**config.mk**
```make
export PLATFORM = sky130hd
export DESIGN_NAME = cmdq_top
export DESIGN_NICKNAME = d
export VERILOG_FILES = /design/src/rtl/cmdq_pkg.sv /design/src/rtl/cmdq_decode.sv /design/src/rtl/cmdq_store.sv /design/src/rtl/cmdq_top.sv
export SDC_FILE = /design/constraint.sdc
export NUM_CORES = 1
export LEC_CHECK = 0
export BUFFER_PORTS_ARGS = -buffer_cell sky130_fd_sc_hd__buf_4
export CORE_MARGIN = 2
export CORE_UTILIZATION = 25
export CTS_CLUSTER_SIZE = 12
export DETAILED_ROUTE_END_ITERATION = 7
export PLACE_DENSITY = 0.46
export SETUP_SLACK_MARGIN = 0.02
export SYNTH_ARGS = -nofsm -noshare
export SYNTH_HDL_FRONTEND = slang
export SYNTH_SLANG_ARGS = --single-unit
```
**constraint.sdc**
```tcl
create_clock -name clk -period 9.05 [get_ports clk]
set_clock_uncertainty 0.15 [all_clocks]
set_input_delay 2.715 -clock clk [delete_from_list [all_inputs] [get_ports clk]]
set_output_delay 2.715 -clock clk [all_outputs]
set_load 0.01 [all_outputs]
```
**src/rtl/cmdq_pkg.sv**
```systemverilog
package cmdq_pkg;
    localparam int CMD_W  = 8;
    localparam int CODE_W = CMD_W - 1;
    localparam logic [CODE_W-1:0] OP_CHIP_RESET = 7'h02;

    typedef enum logic [1:0] {
        ROLE_IDLE = 2'd0,
        ROLE_INIT = 2'd1,
        ROLE_TARG = 2'd2,
        ROLE_NONE = 2'd3
    } role_e;

    typedef enum logic [2:0] {
        CLS_MISC = 3'b000,
        CLS_INIT = 3'b001,
        CLS_TARG = 3'b010,
        CLS_IDLE = 3'b100
    } cls_e;

    typedef struct packed {
        logic              dma;
        logic [CODE_W-1:0] code;
    } cmd_t;

    function automatic cmd_t split_cmd(input logic [CMD_W-1:0] b);
        cmd_t c;
        c.dma  = b[CMD_W-1];
        c.code = b[CODE_W-1:0];
        return c;
    endfunction

    function automatic logic class_ok(input logic [2:0] cls, input role_e r);
        logic ok;
        case (cls)
            CLS_MISC: ok = 1'b1;
            CLS_IDLE: ok = (r == ROLE_IDLE);
            CLS_INIT: ok = (r == ROLE_INIT);
            CLS_TARG: ok = (r == ROLE_TARG);
            default:  ok = 1'b0;
        endcase
        return ok;
    endfunction
endpackage

```
**src/rtl/cmdq_decode.sv**
```systemverilog
module cmdq_decode
    import cmdq_pkg::*;
(
    input  logic [CMD_W-1:0] byte_in,
    input  role_e            role,
    output cmd_t             cmd,
    output logic             legal,
    output logic             chip_reset
);
    always_comb begin
        cmd        = split_cmd(byte_in);
        legal      = class_ok(cmd.code[CODE_W-1:CODE_W-3], role);
        chip_reset = (cmd.code == OP_CHIP_RESET);
    end
endmodule

```
**src/rtl/cmdq_store.sv**
```systemverilog
module cmdq_store
    import cmdq_pkg::*;
#(
    parameter int DEPTH = 2
) (
    input  logic clk,
    input  logic rst,
    input  logic push,
    input  cmd_t push_cmd,
    input  logic pop,
    input  logic flush,
    output logic not_empty,
    output cmd_t head
);
    localparam int CW = $clog2(DEPTH + 1);

    cmd_t          ent   [DEPTH];
    cmd_t          ent_n [DEPTH];
    logic [CW-1:0] cnt, cnt_n;

    always_comb begin
        for (int i = 0; i < DEPTH; i++) ent_n[i] = ent[i];
        cnt_n = cnt;
        if (flush) begin
            cnt_n = '0;
        end else begin
            if (pop && cnt != '0) begin
                for (int i = 0; i < DEPTH - 1; i++) ent_n[i] = ent[i + 1];
                cnt_n = cnt - 1'b1;
            end
            if (push) begin
                if (cnt_n == CW'(DEPTH)) begin
                    ent_n[DEPTH-1] = push_cmd;
                end else begin
                    for (int i = 0; i < DEPTH; i++)
                        if (CW'(i) == cnt_n) ent_n[i] = push_cmd;
                    cnt_n = cnt_n + 1'b1;
                end
            end
        end
    end

    always_ff @(posedge clk) begin
        if (rst) begin
            cnt <= '0;
            for (int i = 0; i < DEPTH; i++) ent[i] <= '0;
        end else begin
            cnt <= cnt_n;
            for (int i = 0; i < DEPTH; i++) ent[i] <= ent_n[i];
        end
    end

    assign not_empty = (cnt != '0);
    assign head      = ent[0];
endmodule

```
**src/rtl/cmdq_top.sv**
```systemverilog
module cmdq_top
    import cmdq_pkg::*;
#(
    parameter int DEPTH = 2
) (
    input  logic             clk,
    input  logic             rst,
    input  logic             wr_en,
    input  logic [CMD_W-1:0] wr_data,
    input  logic [1:0]       bus_role,
    input  logic             cmd_ready,
    output logic             cmd_valid,
    output logic             cmd_dma,
    output logic [CODE_W-1:0] cmd_code,
    output logic             illegal_cmd
);
    cmd_t dec_cmd, head;
    logic dec_legal, dec_reset, ill_q;

    cmdq_decode u_dec (
        .byte_in    (wr_data),
        .role       (role_e'(bus_role)),
        .cmd        (dec_cmd),
        .legal      (dec_legal),
        .chip_reset (dec_reset)
    );

    cmdq_store #(.DEPTH(DEPTH)) u_store (
        .clk       (clk),
        .rst       (rst),
        .push      (wr_en && dec_legal && !dec_reset),
        .push_cmd  (dec_cmd),
        .pop       (cmd_ready),
        .flush     (wr_en && dec_reset),
        .not_empty (cmd_valid),
        .head      (head)
    );

    always_ff @(posedge clk) begin
        if (rst) ill_q <= 1'b0;
        else     ill_q <= wr_en && !dec_legal;
    end

    assign cmd_dma     = head.dma;
    assign cmd_code    = head.code;
    assign illegal_cmd = ill_q;
endmodule

```
## Yosys cells after proc, flatten, opt, wreduce, memory -nomap -nowiden

Memories as Yosys holds them, arrays and structs flattened.
Cells that the tools add are included.

- Memory bits (writable): 16
- Memory bits (read-only): 0
- Output and inout port bits: 10
- Bits in latches: 0
- Memories: 1
- Word-level logic and storage cells: 44
- Bits in registers: 3

- $add $sub $neg: 2
- Reductions and logical operators: 12
- Equal/unequal tests: 8
- Muxes and demuxes: 17
- Bitwise operators: 2
- Order comparisons: 0
- Shifts and indexed selects: 0
- Multiply operators: 0
- Div/mod/pow operators: 0

Memories:

| memory | words | width | read ports | clocked after memory_dff | wr ports | line | RTL |
|---|---|---|---|---|---|---|---|
| u_store.ent | 2 | 8 | 2 | 0 | 2 | cmdq_store.sv:17 | `cmd_t ent [DEPTH];` |

Operators with widths:

| cell | number |
|---|---|
| $mux 8 | 7 |
| $mux 16 | 2 |
| $mux 2 | 4 |
| $eq 7x2->1 const B | 1 |
| $logic_and 1x1->1 | 5 |
| $eq 2x2->1 const B | 2 |
| $logic_not 2->1 | 2 |
| $pmux 1 s4 | 1 |
| $eq 3x1->1 const B | 1 |
| $eq 3x2->1 const B | 1 |
| $eq 3x3->1 const B | 1 |
| $logic_not 3->1 | 1 |
| $mux 1 | 3 |
| $add 2x1->2 const B | 1 |
| $eq 1x2->1 const A | 1 |
| $eq 2x1->1 const B | 1 |
| $logic_not 1->1 | 2 |
| $or 1x1->1 | 2 |
| $reduce_bool 2->1 | 1 |
| $reduce_or 2->1 | 1 |
| $sub 2x1->2 const B | 1 |

## Longest topological paths before layout

Gate-level depths: netlist of run 1.

- Word-level depth: 10
- Mapped depth: 12

## Modules after synthesis

Synthesis of run 1 repeated with hierarchy kept, for this count alone.

- Cells, all modules: 130
- Area total of the unflattened synthesis: 1243.7 sq um

Modules (own cells, without submodules):

| module | seq. area each (sq um) | cells each | area an instance (sq um) | instances |
|---|---|---|---|---|
| cmdq_store | 360.3 | 111 | 1078.5 | 1 |
| cmdq_decode | 0.0 | 15 | 117.6 | 1 |
| cmdq_top | 20.0 | 4 | 47.5 | 1 |

## Worst setup path before layout of run 1

OpenSTA, ideal clock, no wires.

- Path kind: in2reg
- Start: in cmd_ready
- End: mem u_store.ent[0][4] (netlist name)
- Slack: 4227 ps
- Buffers on the path: 2
- Cell stages on the path: 8
- Data arrival time: 4556 ps
- Data required time: 8783 ps
- Cell sequence: nand2b_1 clkbuf_1 xnor2_1 ha_1 nand4b_1 buf_2 or3_1 a32o_1

RTL lines:

| element | line | RTL |
|---|---|---|
| from (decl) | cmdq_top.sv:11 | `input logic cmd_ready,` |
| to (decl) | cmdq_store.sv:17 |  |

==> impl_metrics.py, run 1 <==
metrics = {
    "clock_tree": {
        "clk_latency_ns": 0.26,
        "cts_sinks": 19,
        "hold_buffers": 0,
        "tritoncts": "built",
        "h-tree-depth": 1,
        "clock-root-buffer": "clkbuf_8",
        "path_clk_slew_ns": 0.08,
        "numCtsBuffers": 3,
        "cts_resized": 0,
        "clockBufferDepth": 2,
        "cts_setup_buffers": 0,
    },
    "timing": {
        "relSlewSlack": 0.538,
        "maxSlewViolCount": 0,
        "fmax_mhz": 202,
        "period_needed_ns": 4.95,
        "hold_viol_final": 0,
        "worst_slew_pin_slew_ns": 0.693,
        "rsz0062_at_grt": "no",
        "fin_crit_sh": 0.547,
        "setup_slack_ns": 4.10,
        "setup_viol_count_final": 0,
        "finalSetupTns_ns": 0,
    },
    "synth": {
        "synthTopCellsByArea": "dfxtp_1 (34%), a32o_1 (7.2%), mux2i_1 (7.2%), o31ai_1 (5.4%), buf_4 (4.7%)",
        "ys.flop_type": "dfxtp_1",
        "synth_top_area_frac": 0.342,
        "yosysSeqAreaShare": 0.342,
        "avgSynthCellArea_um2": 8.90,
        "synth_edf_count": 0,
        "syn-instance-count": 125,
        "async_flop_share": 0,
        "synth_nets": 142,
        "synth.largest_area_cell": "dfxtp_1",
        "synth-warning-count": 0,
        "syn_area_um2": 1110,
        "ys_ff_latch": 19,
        "synth_cell_types": 31,
    },
    "place": {
        "hpwl_um": 2030,
        "gp_congestion": 0.828,
        "place_ws_ns": 3.80,
        "io_buffer_count": 23,
        "dpl.cell_count": 185,
    },
    "hold_path": {
        "hold_path_depth": 2,
        "hp-start": "u_store.ent[0][10]",
        "min_path_type": "flop to flop",
        "min_to": "u_store.ent[0][10]",
    },
    "critical_path": {
        "r2r_start": "u_store.cnt[0]",
        "reg2reg_slack_ns": 5.98,
        "crit_arrival_ns": 4.95,
        "cp_max_fo": 15,
        "path_cells": "buf_4 -> nand2b_1 -> xnor2_1 -> ha_1 -> nand4b_1 -> or3_1 -> a32o_1",
        "worst_r2r_path_depth": 8,
        "cp.required_ns": 9.05,
        "r2r_end": "u_store.ent[0][6]",
        "start_kind": "primary input",
        "slowest_stage": "nand4b_1",
        "path_class": "primary input to flop",
        "crit_path_end_kind": "flop",
        "slowest_delay_ns": 0.48,
    },
    "cells_and_area": {
        "area_growth_pct": 17.1,
        "finish.utilization": 0.301,
        "drive_gt1_frac": 0.212,
        "fillerInstances": 462,
        "instances_no_fill": 189,
        "antenna-diode-count": 0,
        "nets": 155,
    },
    "global_routing": {
        "grt_use_met1": 0.148,
        "grt_pass1_wl_um": 4600,
        "use_met3": 0.0199,
        "grtUsageTotal": 0.113,
        "grt_overflow_total": 0,
        "grt_pass1_vias": 994,
        "busiest_layer": "met2",
        "grt_max_degree": 16,
        "antenna_found_initial": 0,
        "grt_use_met2": 0.180,
    },
    "floorplanning": {
        "die_area_um2": 5000,
        "start_util": 0.257,
        "chipWidth_um": 70.7,
        "die_h_um": 70.7,
        "core-area_um2": 4320,
        "rows": 24,
        "ios": 24,
    },
    "drt": {
        "wl_um": 2720,
        "routedWlPerCell_um": 14.4,
        "num_vias": 994,
        "drc": 0,
        "via_per_inst": 5.26,
        "ant_nets": 0,
        "drtIter0Drc": 58,
        "firstDrtPassIters": 4,
    },
    "pwr": {
        "p_total_uw": 251,
        "ir_drop_mv": 0.0591,
        "p_leak_uw": 0.000517,
        "power.density_nw_per_um2": 193,
    },
    "flow_run": {
        "drv_cap": 0,
    },
    "run_status": {
        "outcome": "complete, no violations",
    },
}
cell usage in the layout (no fill, tap or decap), types with 2 or more instances in the layout:
cell type and n:
nor3_1 4, clkbuf_8 3, mux2i_1 8, nor2_1 2, nand3_1 2, o31ai_1 8
or3_1 7, nand2_1 2, o21ai_1 6, or4b_1 2, o21ai_0 3, dfxtp_1 19
nand2b_1 2, a211oi_1 2, inv_1 6, buf_4 23, o21a_1 2, a32o_1 8
a21oi_1 9, ha_1 3, nand4_1 7
worst max path at each step:
| stage | end | slack, ns | startpoint | cells after the start |
|---|---|---|---|---|
| after floorplan | u_store.ent[0][4] | 4.23 | cmd_ready | 8 |
| after global placement | u_store.ent[0][6] | 3.86 | cmd_ready | 7 |
| after detailed placement | u_store.ent[0][6] | 3.80 | cmd_ready | 8 |
| after CTS | u_store.ent[0][6] | 4.07 | cmd_ready | 7 |
| after global routing | u_store.ent[0][4] | 3.88 | cmd_ready | 8 |
| final | u_store.ent[0][6] | 4.10 | cmd_ready | 7 |
synth_stat cells, types with 3 or more instances:
master and instances:
a32o_1 8, clkbuf_1 5, o21ai_0 3, o21ai_1 6
buf_4 7, o31ai_1 8, mux2i_1 8, nor3_1 4
dfxtp_1 19, ha_1 3, a21oi_1 9, inv_1 6
nand4_1 7, or3_1 7
kinds of logic (layout without fill, tap and decap cells):
family	Yosys count	count (layout)	synth area share
AO/OA/AOI/OAI	41	41	0.263
XOR/XNOR	1	1	0.00788
adder cells (fa/ha/maj)	3	3	0.0337
buffers and inverters	21	33	0.103
flip-flops	19	19	0.342
multiplexers	8	8	0.0720
AND/OR/NAND/NOR	32	32	0.178
final cells by class:
| type | count | area, um2 | share of cell area |
|---|---|---|---|
| clock buffers | 4 | 45.0 | 0.0346 |
| inverters | 6 | 22.5 | 0.0173 |
| multi-input cells | 85 | 617 | 0.474 |
| flip-flops and latches | 19 | 380 | 0.292 |
| well taps | 52 | 65.1 | 0.0500 |
| repair buffers | 23 | 173 | 0.133 |
layer usage:
layer,part of all wire,vias up
met4,0.018,0
li1,-,498
met2,0.46,22
met1,0.49,468
met5,0,-
met3,0.033,6
state kept, by name (all words and copies together), names as in the netlist:
| name | cells |
|---|---|
| u_store.ent | 16 |
| u_store.cnt | 2 |
| illegal_cmd | 1 |
through the flow:
stage                     cell area (um2)  hold slack (ns)
final                                1300            0.328
after global placement               1260            0.314
after detailed placement             1260            0.318
after floorplan                      1110            0.298
after CTS                            1300            0.329
after global routing                 1300            0.351
where the power goes:
group          switching, uW  total (uW)  internal (uW)
sequential              5.26        97.6           92.4
combinational           55.1        91.7           36.6
clock                   30.4        61.7           31.3
worst max-delay path: cells and delay by family:
kind            cells  cell delay (ns)
simple gates        3             1.39
compound gates      1             0.26
fa+ha+maj           1             0.25
xor+xnor            1             0.22
buf+inv             1             0.11
Note: power is estimated with default switching activity, not from simulation.
==> run 2, diff against run 1 <==
--- a/config.mk
+++ b/config.mk
@@ -10,7 +10,7 @@
 export CORE_UTILIZATION = 25
 export CTS_CLUSTER_SIZE = 12
 export DETAILED_ROUTE_END_ITERATION = 7
-export PLACE_DENSITY = 0.46
+export PLACE_DENSITY = 0.47
 export SETUP_SLACK_MARGIN = 0.02
 export SYNTH_ARGS = -nofsm -noshare
 export SYNTH_HDL_FRONTEND = slang
==> constraint.sdc (replaced) <==
create_clock -name clk -period 4 [get_ports clk]
set_clock_uncertainty 0.15 [all_clocks]
set_input_delay 1.2 -clock clk [delete_from_list [all_inputs] [get_ports clk]]
set_output_delay 1.2 -clock clk [all_outputs]
set_load 0.01 [all_outputs]
==> run 2 against run 1 <==
Effect of this change: core utilization grew 0.35 points; final cell count grew 1.1%; first-iteration DRC count is 43% lower; critical path type unchanged; highest routed layer is now met3.
==> impl_metrics.py, run 2 (synthesis gave the netlist of run 1 again) <==
metrics = {
    "critical_path": {
        "slowest_delay_ns": 0.50,
        "crit_path_start": "cmd_ready",
        "r2r_start": "u_store.cnt[0]",
        "path_cells": "buf_4 -> nand2b_1 -> xnor2_1 -> ha_1 -> nand4b_1 -> or3_1 -> a32o_1",
        "path_class": "primary input to flop",
        "start_kind": "primary input",
        "cp_max_fo": 15,
        "slowest_stage": "or3_1",
        "worst_r2r_path_depth": 8,
        "crit_arrival_ns": 3.08,
        "cp.required_ns": 4.00,
        "crit_path_end_kind": "flop",
    },
    "floorplanning": {
        "start_util": 0.257,
        "rows": 24,
        "core-area_um2": 4320,
        "die_h_um": 70.7,
        "die_area_um2": 5000,
        "chipWidth_um": 70.7,
        "ios": 24,
    },
    "timing": {
        "maxSlewViolCount": 0,
        "hold_viol_final": 0,
        "setup_viol_count_final": 0,
        "relSlewSlack": 0.461,
        "finalSetupTns_ns": 0,
        "hold_ws_ns": 0.325,
        "period_needed_ns": 3.08,
        "worst_slew_pin_slew_ns": 0.809,
        "fmax_mhz": 325,
        "fin_crit_sh": 0.770,
        "rsz0062_at_grt": "no",
    },
    "clock_tree": {
        "tritoncts": "built",
        "hold_buffers": 0,
        "clockBufferDepth": 2,
        "h-tree-depth": 1,
        "cts_resized": 0,
        "clock-root-buffer": "clkbuf_8",
        "numCtsBuffers": 3,
        "clk_latency_ns": 0.26,
        "cts_setup_buffers": 0,
        "cts_sinks": 19,
        "path_clk_slew_ns": 0.08,
    },
    "drt": {
        "drtIter0Drc": 33,
        "firstDrtPassIters": 4,
        "num_vias": 1017,
        "wl_um": 2830,
        "drc": 0,
        "ant_nets": 0,
        "via_per_inst": 5.32,
        "routedWlPerCell_um": 14.8,
    },
    "hold_path": {
        "min_path_type": "flop to flop",
        "hp-start": "u_store.ent[0][11]",
        "hold_path_depth": 2,
    },
    "global_routing": {
        "use_met3": 0.0199,
        "grt_use_met2": 0.210,
        "busiest_layer": "met2",
        "grt_overflow_total": 0,
        "grt_use_met1": 0.148,
        "grt_pass1_vias": 987,
        "antenna_found_initial": 0,
        "grtUsageTotal": 0.120,
        "grt_max_degree": 16,
        "grt_pass1_wl_um": 4770,
    },
    "place": {
        "hpwl_um": 2000,
        "gp_congestion": 0.784,
        "io_buffer_count": 23,
    },
    "run_status": {
        "outcome": "complete, no violations",
    },
    "pwr": {
        "p_leak_uw": 0.000525,
        "p_total_uw": 570,
        "ir_drop_mv": 0.117,
        "power.density_nw_per_um2": 433,
    },
    "cells_and_area": {
        "area_growth_pct": 18.4,
        "antenna-diode-count": 0,
        "largest_reg_flops": 16,
        "mostFrequentLayoutCells": "buf_4 (25), dfxtp_1 (19), a21oi_1 (9)",
        "drive_gt1_frac": 0.223,
        "nets": 157,
        "largest_register": "u_store.ent",
        "mostFrequentLayoutCell": "buf_4",
    },
    "flow_run": {
        "drv_cap": 0,
    },
}
run 2: cell count changes in the layout (fill, tap and decap cells not counted), sizes merged:
cell / delta
buf: +2
run 2: cell type report:
type | count | area, um2
flip-flops and latches | 19 | 380
well taps | 52 | 65.1
fillers | 480 | 3010
clock buffers | 4 | 45.0
repair buffers | 25 | 188
multi-input cells | 85 | 617
inverters | 6 | 22.5
run 2: per-stage QoR:
stage | instances | util | cell area (um2) | setup slack (ns)
floorplan | 125 | - | 1110 | 0.692
global placement | 187 | 0.294 | 1270 | 0.682
detailed placement | 187 | 0.294 | 1270 | 0.651
CTS | 191 | 0.305 | 1320 | 0.918
global route | 191 | 0.305 | 1320 | 0.686
finish | 191 | 0.305 | 1320 | 0.919
run 2: power breakdown:
| part | total [uW] | leakage (uW) | switching [uW] | internal, uW |
|---|---|---|---|---|
| clock network | 136 | 0.0000228 | 65.2 | 70.8 |
| registers | 220 | 0.000154 | 11.1 | 209 |
| logic | 214 | 0.000348 | 130 | 84.4 |
| total | 570 | 0.000525 | 206 | 364 |
run 2: worst max-delay path: cells and delay by family:
family / cells / cell delay (ns)
AOI/OAI and AO/OA: 1 / 0.26
xor gates and xnor gates: 1 / 0.27
adders and majority gates: 1 / 0.22
buffers and inverters: 1 / 0.08
and+or+nand+nor: 3 / 1.05
run 2: worst paths after layout:
check	to	slack [ns]
setup / recovery	u_store.ent[0][6]	0.92
hold / removal	u_store.ent[0][11]	0.33
setup reg to reg	u_store.ent[0][6]	1.27
hold reg to reg	u_store.ent[0][11]	0.33
run 2: routing by layer:
layer	vias to the layer above	share of wire
met2	18	0.52
met1	495	0.44
met3	0	0.037
li1	504	-
met5	-	0
met4	0	0
==> run 3, diff against run 2 <==
--- a/config.mk
+++ b/config.mk
@@ -10,7 +10,7 @@
 export CORE_UTILIZATION = 25
 export CTS_CLUSTER_SIZE = 12
 export DETAILED_ROUTE_END_ITERATION = 7
-export PLACE_DENSITY = 0.47
+export PLACE_DENSITY = 0.46
 export SETUP_SLACK_MARGIN = 0.02
 export SYNTH_ARGS = -nofsm -noshare
 export SYNTH_HDL_FRONTEND = slang
==> constraint.sdc (replaced) <==
create_clock -name clk -period 2.9 [get_ports clk]
set_clock_uncertainty 0.15 [all_clocks]
set_input_delay 0.87 -clock clk [delete_from_list [all_inputs] [get_ports clk]]
set_output_delay 0.87 -clock clk [all_outputs]
set_load 0.01 [all_outputs]
==> run 3 against run 2 <==
Effect of this change: sequential power rose by 39%; first-iteration DRC count rose by 6.1%; routed wire length rose by 6.8%; hold slack improved by 0.0017 ns; combinational power rose by 51%; count of clock-buffer cells in the layout did not move; sequential cell count did not move; highest routed layer is now met4; setup slack got worse by 0.50 ns; cell area rose by 4.0%; critical path depth fell by 1; sequential share of layout area fell by 1.1 points; clock power rose by 40%.
==> impl_metrics.py, run 3 (synthesis gave the netlist of run 1 again) <==
metrics = {
    "place": {
        "place_area_um2": 1330,
        "gp_congestion": 0.766,
        "hpwl_um": 2160,
        "place_ws_ns": 0.140,
        "io_buffer_count": 23,
    },
    "drt": {
        "drc": 0,
        "wl_um": 3020,
        "firstDrtPassIters": 5,
        "ant_nets": 0,
        "drtIter0Drc": 35,
        "routedWlPerCell_um": 15.2,
        "num_vias": 1046,
        "via_per_inst": 5.28,
    },
    "pwr": {
        "p_clk_frac": 0.234,
        "comb_power_share": 0.394,
        "p_sw_uw": 299,
        "ir_drop_mv": 0.237,
        "power.density_nw_per_um2": 598,
        "switching_share": 0.365,
        "p_total_uw": 819,
        "p_leak_uw": 0.000560,
        "internal-power_uw": 520,
        "pwr-share-seq": 0.372,
    },
    "timing": {
        "setup_slack_ns": 0.417,
        "rsz0062_at_grt": "no",
        "hold_ws_ns": 0.327,
        "fin_crit_sh": 0.856,
        "setup_viol_count_final": 0,
        "fmax_mhz": 403,
        "period_needed_ns": 2.48,
        "relSlewSlack": 0.505,
        "hold_viol_final": 0,
        "maxSlewViolCount": 0,
        "worst_slew_pin_slew_ns": 0.742,
        "finalSetupTns_ns": 0,
    },
    "floorplanning": {
        "core-area_um2": 4320,
        "chipWidth_um": 70.7,
        "die_area_um2": 5000,
        "rows": 24,
        "ios": 24,
        "start_util": 0.257,
        "die_h_um": 70.7,
    },
    "hold_path": {
        "min_path_type": "flop to flop",
    },
    "cells_and_area": {
        "antenna-diode-count": 0,
        "drive_gt1_frac": 0.260,
        "nets": 164,
        "largest_reg_flops": 16,
        "mostFrequentLayoutCells": "buf_4 (32), dfxtp_1 (19), a21oi_1 (9)",
        "postLayoutCellArea_um2": 1370,
        "fillerInstances": 489,
        "area_growth_pct": 23.2,
        "largest_register": "u_store.ent",
        "mostFrequentLayoutCell": "buf_4",
    },
    "clock_tree": {
        "numCtsBuffers": 3,
        "path_clk_slew_ns": 0.08,
        "cts_resized": 0,
        "tritoncts": "built",
        "cts_setup_buffers": 0,
        "clock-root-buffer": "clkbuf_8",
        "h-tree-depth": 1,
        "hold_buffers": 0,
        "cts_sinks": 19,
        "clk_latency_ns": 0.26,
        "clockBufferDepth": 2,
    },
    "flow_run": {
        "drv_cap": 0,
    },
    "run_status": {
        "outcome": "complete, no violations",
    },
    "critical_path": {
        "start_kind": "primary input",
        "cp_max_fo": 5,
        "path_class": "primary input to flop",
        "crit_arrival_ns": 2.49,
        "cp.required_ns": 2.90,
        "crit_path_end_kind": "flop",
    },
    "global_routing": {
        "antenna_found_initial": 0,
        "grt_overflow_total": 0,
        "grt_max_degree": 16,
        "grt_pass1_wl_um": 5000,
        "grtUsageTotal": 0.126,
        "grt_pass1_vias": 1054,
    },
}
-- run 3: cell count changes in the layout (fill, tap and decap cells not counted) --
cell,before,now
buf_4,25,32
-- run 3: path summary, 6_finish.rpt --
path / end / cells after the start / slack (ns) / start
hold reg to reg: u_store.ent[0][8] / 2 / 0.33 / u_store.ent[0][8]
setup reg to reg: u_store.ent[0][3] / 9 / 0.48 / u_store.cnt[0]
setup / recovery: u_store.ent[0][1] / 6 / 0.42 / wr_data[5]
hold / removal: u_store.ent[0][8] / 2 / 0.33 / u_store.ent[0][8]
-- run 3: power groups by stage --
| stage | Sequential (uW) | Combinational, uW | Clock (uW) |
|---|---|---|---|
| after floorplan | 307 | 216 | 0 |
| after global placement | 310 | 322 | 0 |
| after detailed placement | 311 | 327 | 0 |
| after CTS | 305 | 328 | 198 |
| after global routing | 309 | 357 | 213 |
| final | 305 | 323 | 191 |
-- run 3: stage by stage --
stage	utilization	std cells
6_report	0.317	198
5_1_grt	0.317	198
4_1_cts	0.317	198
3_5_place_dp	0.306	194
3_3_place_gp	0.306	194
2_1_floorplan	-	125
-- run 3: layer usage --
metal	part of all wire	GRT usage	vias up	routed length, um
li1	-	-	521	-
met1	0.45	0.159	502	1370
met2	0.51	0.214	21	1530
met3	0.027	0.0185	2	82
met4	0.010	0.0566	0	31
met5	0	0	-	0
-- run 3: final cells by class --
type                    instances  area [um2]  area share
repair buffers                 32         240       0.175
well taps                      52        65.1      0.0475
flip-flops and latches         19         380       0.278
multi-input cells              85         617       0.450
clock buffers                   4        45.0      0.0329
inverters                       6        22.5      0.0164
-- run 3: critical path, stage by stage --
cell	delay [ns]
buf_4	0.13
or4b_1	0.53
o41ai_2	0.13
o21ai_2	0.09
or4b_1	0.48
a32o_1	0.25
